### config.mk
export PLATFORM = sky130hd
export DESIGN_NAME = txHoldCtrl
export DESIGN_NICKNAME = d
export VERILOG_FILES = /design/src/rtl/txhPkg.sv /design/src/rtl/txhDatapath.sv /design/src/rtl/txhControl.sv /design/src/rtl/txHoldCtrl.sv
export SDC_FILE = /design/constraint.sdc
export NUM_CORES = 1
export LEC_CHECK = 0
export BUFFER_PORTS_ARGS = -buffer_cell sky130_fd_sc_hd__buf_4
export CORE_ASPECT_RATIO = 2
export CORE_MARGIN = 4
export CORE_UTILIZATION = 57
export CTS_CLUSTER_DIAMETER = 60
export DETAILED_ROUTE_END_ITERATION = 8
export PLACE_DENSITY = 0.81
export SLEW_MARGIN = 30
export SYNTH_ARGS = -nofsm -noshare
export SYNTH_HDL_FRONTEND = slang
export SYNTH_SLANG_ARGS = --single-unit
### constraint.sdc
create_clock -name clk -period 3.9 [get_ports clk]
set_input_delay 0.585 -clock clk [delete_from_list [all_inputs] [get_ports clk]]
set_output_delay 0.585 -clock clk [all_outputs]
set_load 0.03 [all_outputs]
### src/rtl/txhPkg.sv
package txhPkg;
  localparam int HOLD_BIT = 31;
  localparam int FE_BIT   = 30;
  localparam logic [3:0] IRQ_HOLD_ABORT = 4'hA;

  typedef enum logic [1:0] {SEL_FLAGS, SEL_DPTR, SEL_NEXT, SEL_DATA} addrSel_e;

  typedef enum logic [2:0] {
    S_IDLE, S_FREQ, S_FWAIT, S_DCHK, S_DREQ, S_DWAIT, S_EVAL, S_SUSP
  } state_e;

  // strobes from control to datapath
  typedef struct packed {
    logic     loadStart;
    logic     latchFlags;
    logic     latchDptr;
    logic     latchNext;
    logic     advance;
    logic     beginData;
    logic     wordDone;
    addrSel_e addrSel;
  } strobe_t;
endpackage

### src/rtl/txhDatapath.sv
module txhDatapath import txhPkg::*; #(
  parameter int ADDR_W = 16,
  parameter int LEN_W  = 16,
  parameter int CNT_W  = 6,
  parameter int REQ_W  = 4
) (
  input  logic              clk,
  input  logic              rstN,
  input  strobe_t           strb,
  input  logic [ADDR_W-1:0] startAddr,
  input  logic              rspHoldIn,
  input  logic              rspFeIn,
  input  logic [LEN_W-1:0]  rspLen,
  input  logic [ADDR_W-1:0] rspPtr,
  input  logic              bufReq,
  input  logic [REQ_W-1:0]  bufReqCnt,
  output logic [ADDR_W-1:0] memReqAddr,
  output logic              descHold,
  output logic              descFe,
  output logic              remZero,
  output logic              remOne,
  output logic              openReqNz
);
  localparam int SUM_W = CNT_W + 2;
  localparam logic [CNT_W-1:0] CNT_MAX = '1;

  logic [ADDR_W-1:0] descPtr, dataPtr, nextPtr, offset;
  logic [LEN_W-1:0]  lenReg, remLen;
  logic [CNT_W-1:0]  openReq, openReqNext;
  logic [SUM_W-1:0]  sumNext;

  always_comb begin
    unique case (strb.addrSel)
      SEL_FLAGS: memReqAddr = descPtr;
      SEL_DPTR:  memReqAddr = descPtr + ADDR_W'(1);
      SEL_NEXT:  memReqAddr = descPtr + ADDR_W'(2);
      default:   memReqAddr = dataPtr + offset;
    endcase
  end

  // saturating open-request counter
  always_comb begin
    sumNext = SUM_W'(openReq) + (bufReq ? SUM_W'(bufReqCnt) : '0) - SUM_W'(strb.wordDone);
    openReqNext = (sumNext > SUM_W'(CNT_MAX)) ? CNT_MAX : sumNext[CNT_W-1:0];
  end

  always_ff @(posedge clk or negedge rstN) begin
    if (!rstN) begin
      descPtr  <= '0;
      dataPtr  <= '0;
      nextPtr  <= '0;
      offset   <= '0;
      lenReg   <= '0;
      remLen   <= '0;
      descHold <= 1'b0;
      descFe   <= 1'b0;
      openReq  <= '0;
    end else begin
      if (strb.loadStart)    descPtr <= startAddr;
      else if (strb.advance) descPtr <= nextPtr;
      if (strb.latchFlags) begin
        descHold <= rspHoldIn;
        descFe   <= rspFeIn;
        lenReg   <= rspLen;
      end
      if (strb.latchDptr) dataPtr <= rspPtr;
      if (strb.latchNext) nextPtr <= rspPtr;
      if (strb.beginData) begin
        remLen <= lenReg;
        offset <= '0;
      end else if (strb.wordDone) begin
        remLen <= remLen - LEN_W'(1);
        offset <= offset + ADDR_W'(1);
      end
      openReq <= openReqNext;
    end
  end

  assign remZero   = (remLen == '0);
  assign remOne    = (remLen == LEN_W'(1));
  assign openReqNz = (openReq != '0);

  // a full counter stays full until a word is served
  p_sat_hold_r8: assert property (@(posedge clk) disable iff (!rstN)
    (openReq == CNT_MAX && !strb.wordDone) |=> (openReq == CNT_MAX));

  // each served word consumes exactly one unit
  p_word_use_r12: assert property (@(posedge clk) disable iff (!rstN)
    (strb.wordDone && !bufReq) |=> (openReq == $past(openReq) - CNT_W'(1)));
endmodule

### src/rtl/txhControl.sv
module txhControl import txhPkg::*; (
  input  logic       clk,
  input  logic       rstN,
  input  logic       modeTransparent,
  input  logic       start,
  input  logic       holdResetCmd,
  input  logic       bufReq,
  input  logic       memReqReady,
  input  logic       memRspValid,
  input  logic       rspHold,
  input  logic       descHold,
  input  logic       descFe,
  input  logic       remZero,
  input  logic       remOne,
  input  logic       openReqNz,
  output strobe_t    strb,
  output logic       memReqValid,
  output logic       bufWrValid,
  output logic       bufWrLast,
  output logic       bufWrAbort,
  output logic       irqValid,
  output logic [3:0] irqCode
);
  state_e     state, stateN;
  logic [1:0] idx, idxN;
  logic       check, checkN;
  logic       armed, armedN;

  always_comb begin
    strb        = '0;
    memReqValid = 1'b0;
    bufWrValid  = 1'b0;
    bufWrLast   = 1'b0;
    bufWrAbort  = 1'b0;
    irqValid    = 1'b0;
    stateN      = state;
    idxN        = idx;
    checkN      = check;
    armedN      = (state == S_SUSP) ? armed : 1'b0;
    unique case (state)
      S_IDLE: if (start) begin
        strb.loadStart = 1'b1;
        idxN = '0;
        checkN = 1'b0;
        stateN = S_FREQ;
      end
      S_FREQ: begin
        memReqValid = 1'b1;
        strb.addrSel = (idx == 2'd0) ? SEL_FLAGS : (idx == 2'd1) ? SEL_DPTR : SEL_NEXT;
        if (memReqReady) stateN = S_FWAIT;
      end
      S_FWAIT: if (memRspValid) begin
        strb.latchFlags = (idx == 2'd0);
        strb.latchDptr  = (idx == 2'd1);
        strb.latchNext  = (idx == 2'd2);
        if (check) begin
          if (rspHold) stateN = S_SUSP;
          else begin
            strb.advance = 1'b1;
            checkN = 1'b0;
            stateN = S_FREQ;
          end
        end else if (idx == 2'd2) begin
          strb.beginData = 1'b1;
          stateN = S_DCHK;
        end else begin
          idxN = idx + 2'd1;
          stateN = S_FREQ;
        end
      end
      S_DCHK: begin
        if (remZero)        stateN = S_EVAL;
        else if (openReqNz) stateN = S_DREQ;
      end
      S_DREQ: begin
        memReqValid  = 1'b1;
        strb.addrSel = SEL_DATA;
        if (memReqReady) stateN = S_DWAIT;
      end
      S_DWAIT: if (memRspValid) begin
        bufWrValid    = 1'b1;
        bufWrLast     = remOne;
        bufWrAbort    = remOne && descHold && !descFe && !modeTransparent;
        strb.wordDone = 1'b1;
        stateN        = S_DCHK;
      end
      S_EVAL: begin
        irqValid = modeTransparent ? descHold : (descHold && !descFe);
        idxN = '0;
        if (descHold) checkN = 1'b1;
        else strb.advance = 1'b1;
        stateN = S_FREQ;
      end
      S_SUSP: begin
        if (armed && (bufReq || openReqNz)) begin
          armedN = 1'b0;
          checkN = 1'b1;
          idxN   = '0;
          stateN = S_FREQ;
        end else if (holdResetCmd) armedN = 1'b1;
      end
      default: stateN = S_IDLE;
    endcase
  end

  assign irqCode = irqValid ? IRQ_HOLD_ABORT : 4'h0;

  always_ff @(posedge clk or negedge rstN) begin
    if (!rstN) begin
      state <= S_IDLE;
      idx   <= '0;
      check <= 1'b0;
      armed <= 1'b0;
    end else begin
      state <= stateN;
      idx   <= idxN;
      check <= checkN;
      armed <= armedN;
    end
  end

  // interrupt is a single-cycle pulse
  p_irq_pulse_r13: assert property (@(posedge clk) disable iff (!rstN)
    irqValid |=> !irqValid);

  // an abort mark is followed two cycles later by the hold interrupt
  p_abort_irq_r3: assert property (@(posedge clk) disable iff (!rstN)
    bufWrAbort |=> ##1 (irqValid && irqCode == IRQ_HOLD_ABORT));

  // a suspended, unarmed channel stays put
  p_susp_stay_r7: assert property (@(posedge clk) disable iff (!rstN)
    (state == S_SUSP && !armed && !holdResetCmd) |=> (state == S_SUSP));
endmodule

### src/rtl/txHoldCtrl.sv
module txHoldCtrl import txhPkg::*; #(
  parameter int ADDR_W  = 16,
  parameter int DATA_W  = 32,
  parameter int LEN_W   = 16,
  parameter int CNT_W   = 6,
  parameter int REQ_W   = 4,
  parameter int CHAN_W  = 8,
  parameter int CHAN_ID = 5
) (
  input  logic              clk,
  input  logic              rstN,
  input  logic              modeTransparent,
  input  logic              start,
  input  logic [ADDR_W-1:0] startAddr,
  input  logic              holdResetCmd,
  output logic              memReqValid,
  input  logic              memReqReady,
  output logic [ADDR_W-1:0] memReqAddr,
  input  logic              memRspValid,
  input  logic [DATA_W-1:0] memRspData,
  input  logic              bufReq,
  input  logic [REQ_W-1:0]  bufReqCnt,
  output logic              bufWrValid,
  output logic [DATA_W-1:0] bufWrData,
  output logic              bufWrLast,
  output logic              bufWrAbort,
  output logic              irqValid,
  output logic [3:0]        irqCode,
  output logic [CHAN_W-1:0] irqChan
);
  strobe_t strb;
  logic descHold, descFe, remZero, remOne, openReqNz;

  txhControl u_ctl (
    .clk(clk), .rstN(rstN), .modeTransparent(modeTransparent), .start(start),
    .holdResetCmd(holdResetCmd), .bufReq(bufReq), .memReqReady(memReqReady),
    .memRspValid(memRspValid), .rspHold(memRspData[HOLD_BIT]),
    .descHold(descHold), .descFe(descFe), .remZero(remZero), .remOne(remOne),
    .openReqNz(openReqNz), .strb(strb), .memReqValid(memReqValid),
    .bufWrValid(bufWrValid), .bufWrLast(bufWrLast), .bufWrAbort(bufWrAbort),
    .irqValid(irqValid), .irqCode(irqCode)
  );

  txhDatapath #(.ADDR_W(ADDR_W), .LEN_W(LEN_W), .CNT_W(CNT_W), .REQ_W(REQ_W)) u_dp (
    .clk(clk), .rstN(rstN), .strb(strb), .startAddr(startAddr),
    .rspHoldIn(memRspData[HOLD_BIT]), .rspFeIn(memRspData[FE_BIT]),
    .rspLen(memRspData[LEN_W-1:0]), .rspPtr(memRspData[ADDR_W-1:0]),
    .bufReq(bufReq), .bufReqCnt(bufReqCnt), .memReqAddr(memReqAddr),
    .descHold(descHold), .descFe(descFe), .remZero(remZero), .remOne(remOne),
    .openReqNz(openReqNz)
  );

  assign bufWrData = memRspData;
  assign irqChan   = CHAN_W'(CHAN_ID);

  // a stalled read request keeps its address
  p_req_stable_r2: assert property (@(posedge clk) disable iff (!rstN)
    (memReqValid && !memReqReady) |=> (memReqValid && $stable(memReqAddr)));
endmodule

==> metrics list, run 1 <==
- The clock tree synthesis step divided the H-tree into 3 levels.
- In this run, the number of DRC markers left after iteration 0 of detailed routing was 588.
- Leftover overflow at the end of global routing: 0
- Number of distinct standard cells referenced by the synthesized netlist: between 70 and 80
- Share of final-layout standard cells stronger than drive strength 1: 22.22%
* Aggregate negative setup slack: 0 ps
- Worst slew margin: slightly above 40%
* Unrepaired setup endpoints after global routing: no
* DR vias: 5995
* Critical path endpoint category: output pin
- In this run the worst path has a maximum fanout of 5.
- The signal on the critical path passes through ha_1 -> inv_1 -> fa_1 -> nor2b_1 -> o31a_1 -> o221ai_1 -> nor2_1 -> mux2_2 -> a211oi_1 -> buf_4.
* Clock-pin slew on the worst setup and hold paths: around 80 ps
- N_diodes: 0
- The tree built by TritonCTS fans out to ~110 sinks.
* First-pass GRT wire length: approximately 31 mm
* Final-layout worst hold slack: ~310 ps
- Number of global-route vias before repair: between 6000 and 7000
- Yosys warning count: 0
- In the synthesized netlist, the cells that appear most often are dfrtp_1 (111), nand2_1 (76), mux2_2 (51), o21ai_0 (50), nor2_1 (46).
* Adder and majority cell fraction of the synthesized area: about 7.0%
* Number of enable-type register cells in the synthesized netlist: 0
* Flip-flop and latch count after synthesis: around 110
- Maximum root-to-sink buffer count: 2
- Post-Synthesis Mean Instance Area: about 9.5 um^2
- Data arrives at the worst endpoint at between 3000 and 4000 ps.
* Worst Setup Start Kind: flop
* Maximum cell stage delay along the critical path: 430 ps
- Boundary Pins: 125
- Fraction of synthesized area in multiplexers: approximately 11%
- Number of core rows: 57
- The analysis attributes to cell leakage a power of roughly 3.7 nW.
- Entering global routing, the biggest net connects 62 pins.
- Final critical-path share of the clock period: 96.72%
- Counting the buffers created by CTS gives 9.
* Count of buffers inserted at the top-level ports: 86
* Total core area: 12270 um^2
- HPWL reported at the end of detailed placement: 14.88 mm
- After detailed routing, the average wire length per cell comes to 20.64 um.
* Area of the die: around 15000 um^2
- Post-Route Skew: between 10 and 15 ps
- Complex-gate fraction of the synthesized area: ~16%
- In the final design database the tool counted about 900 nets.
- Number of pins exceeding their max-slew limit in the final report: 0
- Worst EP required: 3310 ps
* Area share of the largest cell type after synthesis: between 30% and 40%
- Simple-gate share of the synthesized area: 16.09%
- The most common cell in the synthesized netlist is dfrtp_1.
* Setup Buffers After CTS: 0
* Overall global routing resource usage: about 27%
- Transition time of the tightest slew-check pin: between 800 and 900 ps
- Achievable clock frequency: about 270 MHz
* Via density per instance: roughly 6.3
- Dominant combinational cell family by area after synthesis: simple AND/OR/NAND/NOR gates
* Ranking of synthesized cells by area: dfrtp_1 (39%), mux2_2 (8.0%), ha_1 (6.5%), buf_4 (4.6%), nand2_1 (4.0%)
* Cell area after technology mapping: ~7000 um^2
* TritonCTS clock tree: done
- Once the floorplan was initialized, standard cells occupied around 58% of the core.
- Horizontal die dimension: between 80 and 90 um
* Number of antenna violations at the first check in global routing: 0
* Hold Path Class: input port to async pin
* Fraction of synthesized cell area in xor and xnor cells: under 10%
- At the later pin of the worst-skew pair, clock insertion delay measures ~360 ps.
- Worst voltage drop across the vdd grid: about 0.00043 V
- The tree is rooted in a clkbuf_16.
- The detail route stage leaves a number of antenna-violating nets equal to 0.
* Final GP Congestion: approximately 0.9
- Final setup fails: 0
- In this run the vertical extent of the chip is 166.5 um.
* WS Path Type: flop to output pin
- Synthesis produced a netlist whose cell count is about 750.
* Hold violation total from the final report: 0
* Cell type with the largest total area after synthesis: dfrtp_1
* Signed area change from the synthesized netlist to the final layout: 11.30%
- The routed design has just under 20 mm of wire.
- For this design, the slowest cell found on the critical path is dfrtp_1.
- Before antenna repair, the detailed router went through 7 iterations.
- For this run, asynchronously set or reset flops after synthesis account for between 90% and 100%.
* Post-route DRC: 0
- For this design the ratio of total power to cell area is around 690 nW/um^2.
- Most used flip-flop cell after synthesis: dfrtp_1
- The flow ran to the end, and the final reports show no timing, DRC or antenna violations.
- Number of maximum-capacitance constraint violations: 0
- The smallest clock period supported by the final layout is computed as between 3000 and 4000 ps.
* Sequential-to-total area share from yosys stat: approximately two fifths
## per-layer routing
layer | up-vias | wire (um) | GRT usage [%]
li1 | 2758 | - | -
met1 | 2905 | 6647 | 28.18
met2 | 238 | 10500 | 48.49
met3 | 94 | 942 | 5.388
met4 | 0 | 1478 | 18.30
met5 | - | 0 | 0
## critical path, delay by kind of cell, from the launching register on
family          cells  cell delay, ps
simple gates        2             310
buf+inv             2             310
mux                 1             350
compound gates      3             820
flops               1             430
fa+ha+maj           2             630
## registers in the layout, summed over array words and instances (netlist names)
signal         cells
u_dp.lenReg       16
u_ctl.idx          2
u_dp.offset       16
u_ctl.check        1
u_dp.openReq       6
u_dp.nextPtr      16
u_ctl.armed        1
u_dp.dataPtr      16
u_dp.descPtr      16
u_ctl.state        3
u_dp.descHold      1
u_dp.descFe        1
u_dp.remLen       16
## power by group
part | total [mW] | switching (mW) | internal (mW)
Sequential | 2.04 | 0.449 | 1.59
Clock | 0.923 | 0.470 | 0.453
Combinational | 2.57 | 1.47 | 1.10
## final timing paths
path	start	endpoint	slack [ps]	cells past startpoint
hold reg to reg	u_dp.lenReg[2]	u_dp.remLen[2]	500	2
setup reg to reg	u_ctl.state[2]	u_dp.openReq[2]	310	13
max in group asynchronous	rstN	u_dp.offset[4]	2710	2
min in group clk	holdResetCmd	u_ctl.armed	440	3
hold / removal	rstN	u_dp.lenReg[15]	310	1
setup / recovery	u_dp.offset[0]	memReqAddr[12]	130	10
## timing repair
item,in CTS,in global routing
resized for setup,0,2
setup endpoints to repair,0,2
hold buffers,0,0
## cell type report
cell class | count | area, um^2
fillers | 990 | 4294
multi-input cells | 547 | 3877
flip-flops and latches | 111 | 2778
repair buffers | 95 | 713.2
clock buffers | 9 | 225.2
well taps | 147 | 183.9
inverters | 32 | 120.1
clock inverters | 7 | 75.07
## logic make-up (layout without fill, tap and decap cells)
group	after synthesis	count (layout)
simple gates	231	231
compound gates	165	165
flops	111	111
buf+inv	103	143
mux	71	71
fa+ha+maj	39	39
xor+xnor	31	31
other cells	2	10
## metrics by stage
stage | setup slack (ps) | cell area (um^2) | power (mW) | utilization, % | cells
after floorplan | 458.3 | 7193 | 3.784 | - | 761
after global placement | 575.4 | 7660 | 4.454 | 62.44 | 932
after detailed placement | 353.2 | 7660 | 4.578 | 62.44 | 932
after CTS | 48.94 | 7960 | 5.520 | 64.89 | 948
after global routing | 0.5063 | 7973 | 5.878 | 64.99 | 948
final | 128.0 | 7973 | 5.532 | 64.99 | 948
## cell usage in the layout (no fill, tap or decap), types with 4 or more instances in the layout
cell	synthesis	final
o2111ai_1	4	4
xnor2_1	15	15
buf_4	44	95
o21ai_0	50	50
conb_1	2	10
or4_1	7	7
nand3_1	17	17
nand4_1	10	10
and2_1	6	6
a31oi_1	7	7
o22ai_1	6	6
o21a_1	9	9
nor3_1	14	14
o211ai_1	8	8
and3_1	9	9
nand2_1	76	76
nor4_1	5	5
mux2_2	51	51
dfrtp_1	111	111
ha_1	37	37
and4_1	4	4
nor2_1	46	46
a21o_1	7	7
nand2b_1	5	5
or3_1	6	6
xor2_1	16	16
a21oi_1	25	25
nor2b_1	10	10
clkbuf_16	0	9
mux2i_1	20	20
inv_1	32	32
a211oi_1	5	5
Note: power is estimated with default switching activity, not from simulation.
==> inputs of run 2 (changes only) <==
SYNTH_HIERARCHICAL = 1   (was unset)
==> run 2 against run 1 <==
Register-to-register slack better by 300 ps. Non-clock buffer count is 3 higher. Worst hold slack got worse by 37 ps. Highest routed layer unchanged. Utilization decreased by 0.081 points. Synthesized cell count rose by 6.2%. Critical path type unchanged.
==> metrics list, run 2 <==
- DR vias: 6128
- The first detailed-routing pass ran for 5 iterations.
* Clock Sinks: between 100 and 150
- Cell area after technology mapping: between 7000 and 8000 um^2
* N_diodes: 0
- Pin placement for this block handled 125 I/O pins.
- Most common cell in the synthesized netlist: dfrtp_1
- For this run, the top clock speed supported by timing is around 260 MHz.
* Switch Pwr: 2.503 mW
- Share of final-layout standard cells stronger than drive strength 1: a little over a fifth
- Of all nets on the critical path, the largest fanout is 5.
- TritonCTS buffer count: 9
- Placed Cells incl. Taps: between 900 and 1000
* Critical path data arrival time: ~3200 ps
* Number of distinct standard cells referenced by the synthesized netlist: 71
- WS Path Type: flop to output pin
- Worst-Skew Late Latency: around 360 ps
- Placed instance area: around 8000 um^2
- Dividing total power by cell area gives a power density of between 700 and 800 nW/um^2.
- The initial antenna violation count was 0.
- Post-Place Worst Slack: around 430 ps
- Fraction of synthesized cell area in xor and xnor cells: approximately 5.1%
- Highest-count cells in the layout ignoring fill and taps: dfrtp_1 (111), buf_4 (98), nand2_1 (74), mux2_2 (49)
- Fraction of registers with async set or reset after synthesis: 100.0%
- Pin count of the biggest net entering global routing: 55
* Number of global-route vias before repair: 6362
- Most common cell after layout, fill and taps aside: dfrtp_1
- Yosys warning count: 6
* Final setup fails: 0
* Flip-flop and latch count after synthesis: 111
* Part of the power in the clock network: between 10% and 20%
* Number of core rows: 58
- Most used flip-flop cell after synthesis: dfrtp_1
- Maximum root-to-sink buffer count: 2
* TritonCTS clock tree: done
- Buffers added to address setup during post-CTS repair amount to 0.
- In the routed layout, each cell is associated on average with a via count of 6.209.
- STA classifies the critical path startpoint as a flop.
* Worst slew margin: ~32%
- Final standard cell count with taps included and fillers excluded: between 900 and 1000
- Summing the sequential cell areas from Yosys gives between 30% and 40% of the chip area.
- Leftover overflow at the end of global routing: 0
* Wire length per cell after detailed routing: 20.32 um
- Fin crit period: around 3800 ps
- After technology mapping, the gate count stands at 800.
- Post-Synthesis Mean Instance Area: 9.257 um^2
- Unrepaired setup endpoints after global routing: no
- Dominant combinational cell family by area after synthesis: simple AND/OR/NAND/NOR gates
- Post-layout worst setup margin: 125.9 ps
* Area share of the largest cell type after synthesis: 37.51%
- STA classifies the critical path endpoint as an output pin.
- Of the available clock period, the critical path in the final layout requires a little over nine tenths.
* Hold violation total from the final report: 0
* Cell type with the largest total area after synthesis: dfrtp_1
- In the synthesized netlist, mux cells make up ~11% of the area.
- The routed design has around 20 mm of wire.
* Adder and majority cell fraction of the synthesized area: between 7 and 8%
* Synth cell count leaders: dfrtp_1 (111), nand2_1 (74), mux2_2 (49), a21oi_1 (48), o21ai_0 (47)
- From synthesis to final layout, the design area changed by 10.68%.
- Total core area: 12630 um^2
- HPWL reported at the end of detailed placement: 15.32 mm
* Overall global routing resource usage: 28.05%
- Number of maximum-capacitance constraint violations: 0
- # nets final: a little over 900
- Adding up every negative setup slack in the final design gives 0 ps.
* Ranking of synthesized cells by area: dfrtp_1 (38%), mux2_2 (7.5%), ha_1 (6.6%), buf_4 (4.6%), nand2_1 (3.8%)
- Static leakage power: 3.667 nW
* Sequential group share of total power: a little over a third
* Post-route DRC: 0
* First-pass GRT wire length: ~32 mm
- The worst-case IR drop observed on VDD is about 0.00055 V.
- The flow ran to the end, and the final reports show no timing, DRC or antenna violations.
- The internal power of the cells totals approximately 3.2 mW.
- Worst EP required: around 3300 ps
- Complex-gate fraction of the synthesized area: between 10% and 20%
- Number of pins exceeding their max-slew limit in the final report: 0
* H-tree levels: 3
* Area of the die: ~15000 um^2
- Die Span Y: roughly 170 um
* Post-Route Skew: 13.12 ps
* Number of enable-type register cells in the synthesized netlist: 0
- Summing the areas of all and, or, nand and nor instances in the mapped netlist gives 16.40% of the synthesized area.
* Final GP Congestion: around 0.93
- The count of buffers added on input and output ports is 86.
* Transition time of the tightest slew-check pin: 1015 ps
- On the final layout, the worst hold slack is 274.1 ps.
- Clock tree synthesis selected as its root buffer the cell clkbuf_16.
* Clock-pin slew on the worst setup and hold paths: approximately 80 ps
- Initial Util: between 50 and 60%
- Horizontal die dimension: between 80 and 90 um
* Number of nets with antenna violations after detailed routing: 0
* First-iteration detailed-routing DRC count: roughly 360
- Net Sw Frac: a little over two fifths
- The finished cells cover roughly 8200 um^2.
- Of the total power, combinational logic draws a little under half.
- The tightest min-delay check is of the input port to async pin type.
[run 2: cell types whose count changed in the layout (fill, tap and decap cells not counted), sizes merged, moves of 7 or more]
cell	previous run	this run
nor3	14	21
a21oi	26	48
xnor2	15	27
o21ai	50	64
[run 2: final timing paths]
| check | from | endpoint | slack (ps) | depth (start not counted) |
|---|---|---|---|---|
| max | u_dp/remLen[5] | bufWrAbort | 130 | 8 |
| min | rstN | u_dp/descPtr[4] | 270 | 1 |
| max in group asynchronous | rstN | u_dp/remLen[12] | 2680 | 2 |
| max reg2reg | u_ctl/state[0] | u_dp/openReq[2] | 610 | 12 |
| min in group clk | holdResetCmd | u_ctl/armed | 440 | 2 |
| min reg2reg | u_dp/lenReg[6] | u_dp/remLen[6] | 500 | 2 |
[run 2: logic make-up (layout without fill, tap and decap cells)]
group	after synthesis	count (layout)
simple gates	235	235
compound gates	173	173
buf+inv	119	149
flops	111	111
mux	75	75
xor+xnor	43	43
fa+ha+maj	41	41
other cells	3	10
[run 2: routing by layer]
metal  up-vias  track usage (%)  part of all wire [%]
met3        64            4.130                   4.8
met2       233            50.54                    55
li1       2830                -                     -
met5         -                0                     0
met1      3001            30.37                    34
met4         0            15.53                   5.6
[run 2: layout make-up]
| cell class | count | area, um^2 |
|---|---|---|
| tap | 150 | 187.7 |
| clock inverter | 7 | 93.84 |
| clock buffer | 9 | 225.2 |
| sequential | 111 | 2778 |
| multi-input combinational | 577 | 4045 |
| timing repair buffer | 98 | 735.7 |
| fill | 1051 | 4431 |
| inverter | 35 | 131.4 |
[run 2: power groups by stage]
stage               registers [mW]  logic (mW)  clock network [mW]
floorplan                     1.86        2.08                   0
global placement              2.03        2.60                   0
detailed placement            2.06        2.71                   0
CTS                           2.04        2.73               0.959
global route                  2.11        3.00                1.01
finish                        2.06        2.73               0.951
[run 2: repair_timing]
action	CTS	global route
endpoints found under the setup margin	0	1
gates resized for setup	0	1
hold buffers	0	0
[run 2: metrics by stage]
step                      utilization [%]  power (mW)
after floorplan                         -       3.934
after global placement              62.35       4.625
after detailed placement            62.35       4.772
after CTS                           64.87       5.725
after global routing                64.91       6.119
final                               64.91       5.739
[run 2: critical path, cell delays in order (launching register included)]
cell and delay, ps:
dfrtp_1 410, or4_4 570, or4_4 520, or4_4 460, nor3_2 190, and2_1 160, and2_1 130, nor4b_2 200
buf_4 200
==> inputs of run 3 (changes only) <==
CAP_MARGIN = 20   (was unset)
CORE_UTILIZATION = 59   (was 57)
CTS_BUF_LIST = sky130_fd_sc_hd__clkbuf_8   (was unset)
PLACE_DENSITY = 0.91   (was 0.81)
==> run 3 against run 2 <==
Utilization increased by 1.6 points. Sequential cell count unchanged. Register-to-register slack got worse by 20 ps. Via count increased by 2.7%. Critical endpoint unchanged. Largest power group unchanged.
==> metrics list, run 3 (same netlist as run 2, synthesis figures left out) <==
- Across the whole layout, storage elements account for between 2000 and 3000 um^2.
- The number of pins exceeding their max-slew limit in the final report came to 0.
- Area of the die: ~15000 um^2
- At the end of routability-driven placement, the weighted congestion stood at around 0.92.
* Share of final-layout standard cells stronger than drive strength 1: between 20% and 30%
* H-tree levels: 3
* Clock Sinks: about 110
- TritonCTS clock tree: done
- The top cell types in the final layout, fill and taps aside, are dfrtp_1 (111), buf_4 (99), nand2_1 (74), mux2_2 (49).
- N_diodes: 0
- STA puts the critical path data required time at 3310 ps.
- Leaving out fill and tap cells, the most frequent cell in the layout is dfrtp_1.
* Hold violation total from the final report: 0
* Boundary Pins: between 100 and 150
* Achievable clock frequency: around 260 MHz
- Transition time of the tightest slew-check pin: about 950 ps
- First-pass GRT wire length: 31.09 mm
* Critical register-to-register path endpoint: u_dp/openReq[2]
* Initial Util: between 60% and 70%
- Worst slew margin: between 30% and 40%
* Final WL: between 15 and 20 mm
* HPWL reported at the end of detailed placement: ~14 mm
- Across the VDD grid, the largest voltage drop is between 0.0005 and 0.0006 V.
* Worst Setup Start Kind: flop
* WS Path Type: flop to output pin
- Relative to the synthesized area, the layout overhead comes to 9.579%.
* Critical path data arrival time: between 3000 and 4000 ps
- After filler insertion, the fill cell instance count of the layout stands at 920.
- The critical path starts at u_dp/remLen[4].
* Final-layout worst hold slack: approximately 160 ps
- Horizontal die dimension: 87.22 um
- Number of maximum-capacitance constraint violations: 0
* Placed instance area: 7869 um^2
- STA classifies the critical path endpoint as an output pin.
- In this run the worst setup path terminates at bufWrAbort.
- Power per standard cell area: roughly 700 nW/um^2
* Hold Path Class: input port to async pin
- Entering global routing, the biggest net connects 49 pins.
- In the routed design, unresolved DRC markers number 0.
- Global routing used 27.13% of the available tracks.
- The detailed router placed about 6300 vias in this run.
- Final setup fails: 0
- Worst Path Max Fanout: 5
* First-iteration detailed-routing DRC count: 419
- Dividing the detail-routed via count by the number of cells gives ~6.4.
- Wire length per cell after detailed routing: about 20 um
- TritonCTS buffer count: 9
- Clock-pin slew was measured on the worst setup and hold paths at between 100 and 150 ps.
- Maximum root-to-sink buffer count: 2
- Summed over all layers, the global routing overflow is 0.
- Number of core rows: 57
* Footprint of the multi-input gates: roughly 4100 um^2
- Result of the run: finished clean
- Port buffering added 86 buffers.
- Number of nets with antenna violations after detailed routing: 0
* Total core area: roughly 12000 um^2
- CTS placed an instance of clkbuf_8 at the clock tree root.
* Area of all placed cells without fillers: 8115 um^2
* Fin crit period: between 3000 and 4000 ps
* RR Startpoint: u_ctl/state[0]
- Hold buffers post-CTS: 0
* # nets final: between 900 and 1000
* Number of global-route vias before repair: between 6000 and 7000
* Post-Route Skew: between 10 and 15 ps
- The final critical path takes up 99.30% of the cycle.
* Static leakage power: 3.628 nW
- For the worst flop-to-flop path, the logic depth is 12.
- The setup check on the worst reg-to-reg path leaves a slack of between 500 and 600 ps.
- The pre-antenna-repair detailed-routing pass consisted of 7 iterations.
* Number of antenna violations at the first check in global routing: 0
- Overall power consumption after layout is estimated at roughly 5.5 mW.
- Die Span Y: approximately 170 um
* Worst-Skew Late Latency: ~390 ps
run 3: cell count changes in the layout (fill, tap and decap cells not counted), sizes merged:
cell	previous run	this run
clkinv	4	3
inv	38	39
buf	98	100
run 3: layer usage:
layer  wire [um]  global-route usage, %
met3        1171                  3.510
met5           0                      0
met2       10160                  46.28
met1        6725                  30.65
met4        1431                  18.17
run 3: area by class of cell:
cell class              count  share of cell area (%)
multi-input cells         577                   50.03
flip-flops and latches    111                   34.23
repair buffers            100                   9.297
well taps                 147                   2.266
inverters                  35                   1.619
clock buffers               9                   1.526
clock inverters             7                   1.033
run 3: worst min path at each step:
stage                 endpoint  slack (ps)  cells past startpoint
6_report       u_dp/nextPtr[4]         160                      1
5_1_grt        u_dp/nextPtr[4]         200                      1
4_1_cts         u_dp/lenReg[4]         170                      1
3_5_place_dp    u_dp/remLen[0]         490                      2
3_3_place_gp    u_dp/remLen[0]         460                      2
2_1_floorplan      u_ctl/armed         290                      0
run 3: through the flow:
| stage | instances | setup WS [ps] | TNS (ps) | utilization (%) |
|---|---|---|---|---|
| finish | 986 | 27.29 | 0 | 66.54 |
| global route | 986 | -53.49 | -53.49 | 66.54 |
| CTS | 984 | 48.28 | 0 | 66.27 |
| detailed placement | 968 | 427.3 | 0 | 64.52 |
| global placement | 968 | 520.9 | 0 | 64.52 |
| floorplan | 807 | 204.2 | 0 | - |
run 3: critical path: stages (launching register included):
cell     delay, ps
dfrtp_1        440
or4_4          560
or4_4          520
or4_4          470
nor3_4         190
and2_1         170
and2_1         160
nor4b_4        220
buf_6          170
run 3: report_power, final:
part / switching [mW] / internal, mW
Combinational: 1.55 / 1.19
Sequential: 0.482 / 1.59
Clock: 0.453 / 0.261
Total: 2.48 / 3.04
run 3: repair_timing:
| item | 4_1_cts | 5_1_grt |
|---|---|---|
| gates resized for setup | 1 | 3 |
| endpoints found under the setup margin | 1 | 1 |
| buffers inserted | 0 | 2 |
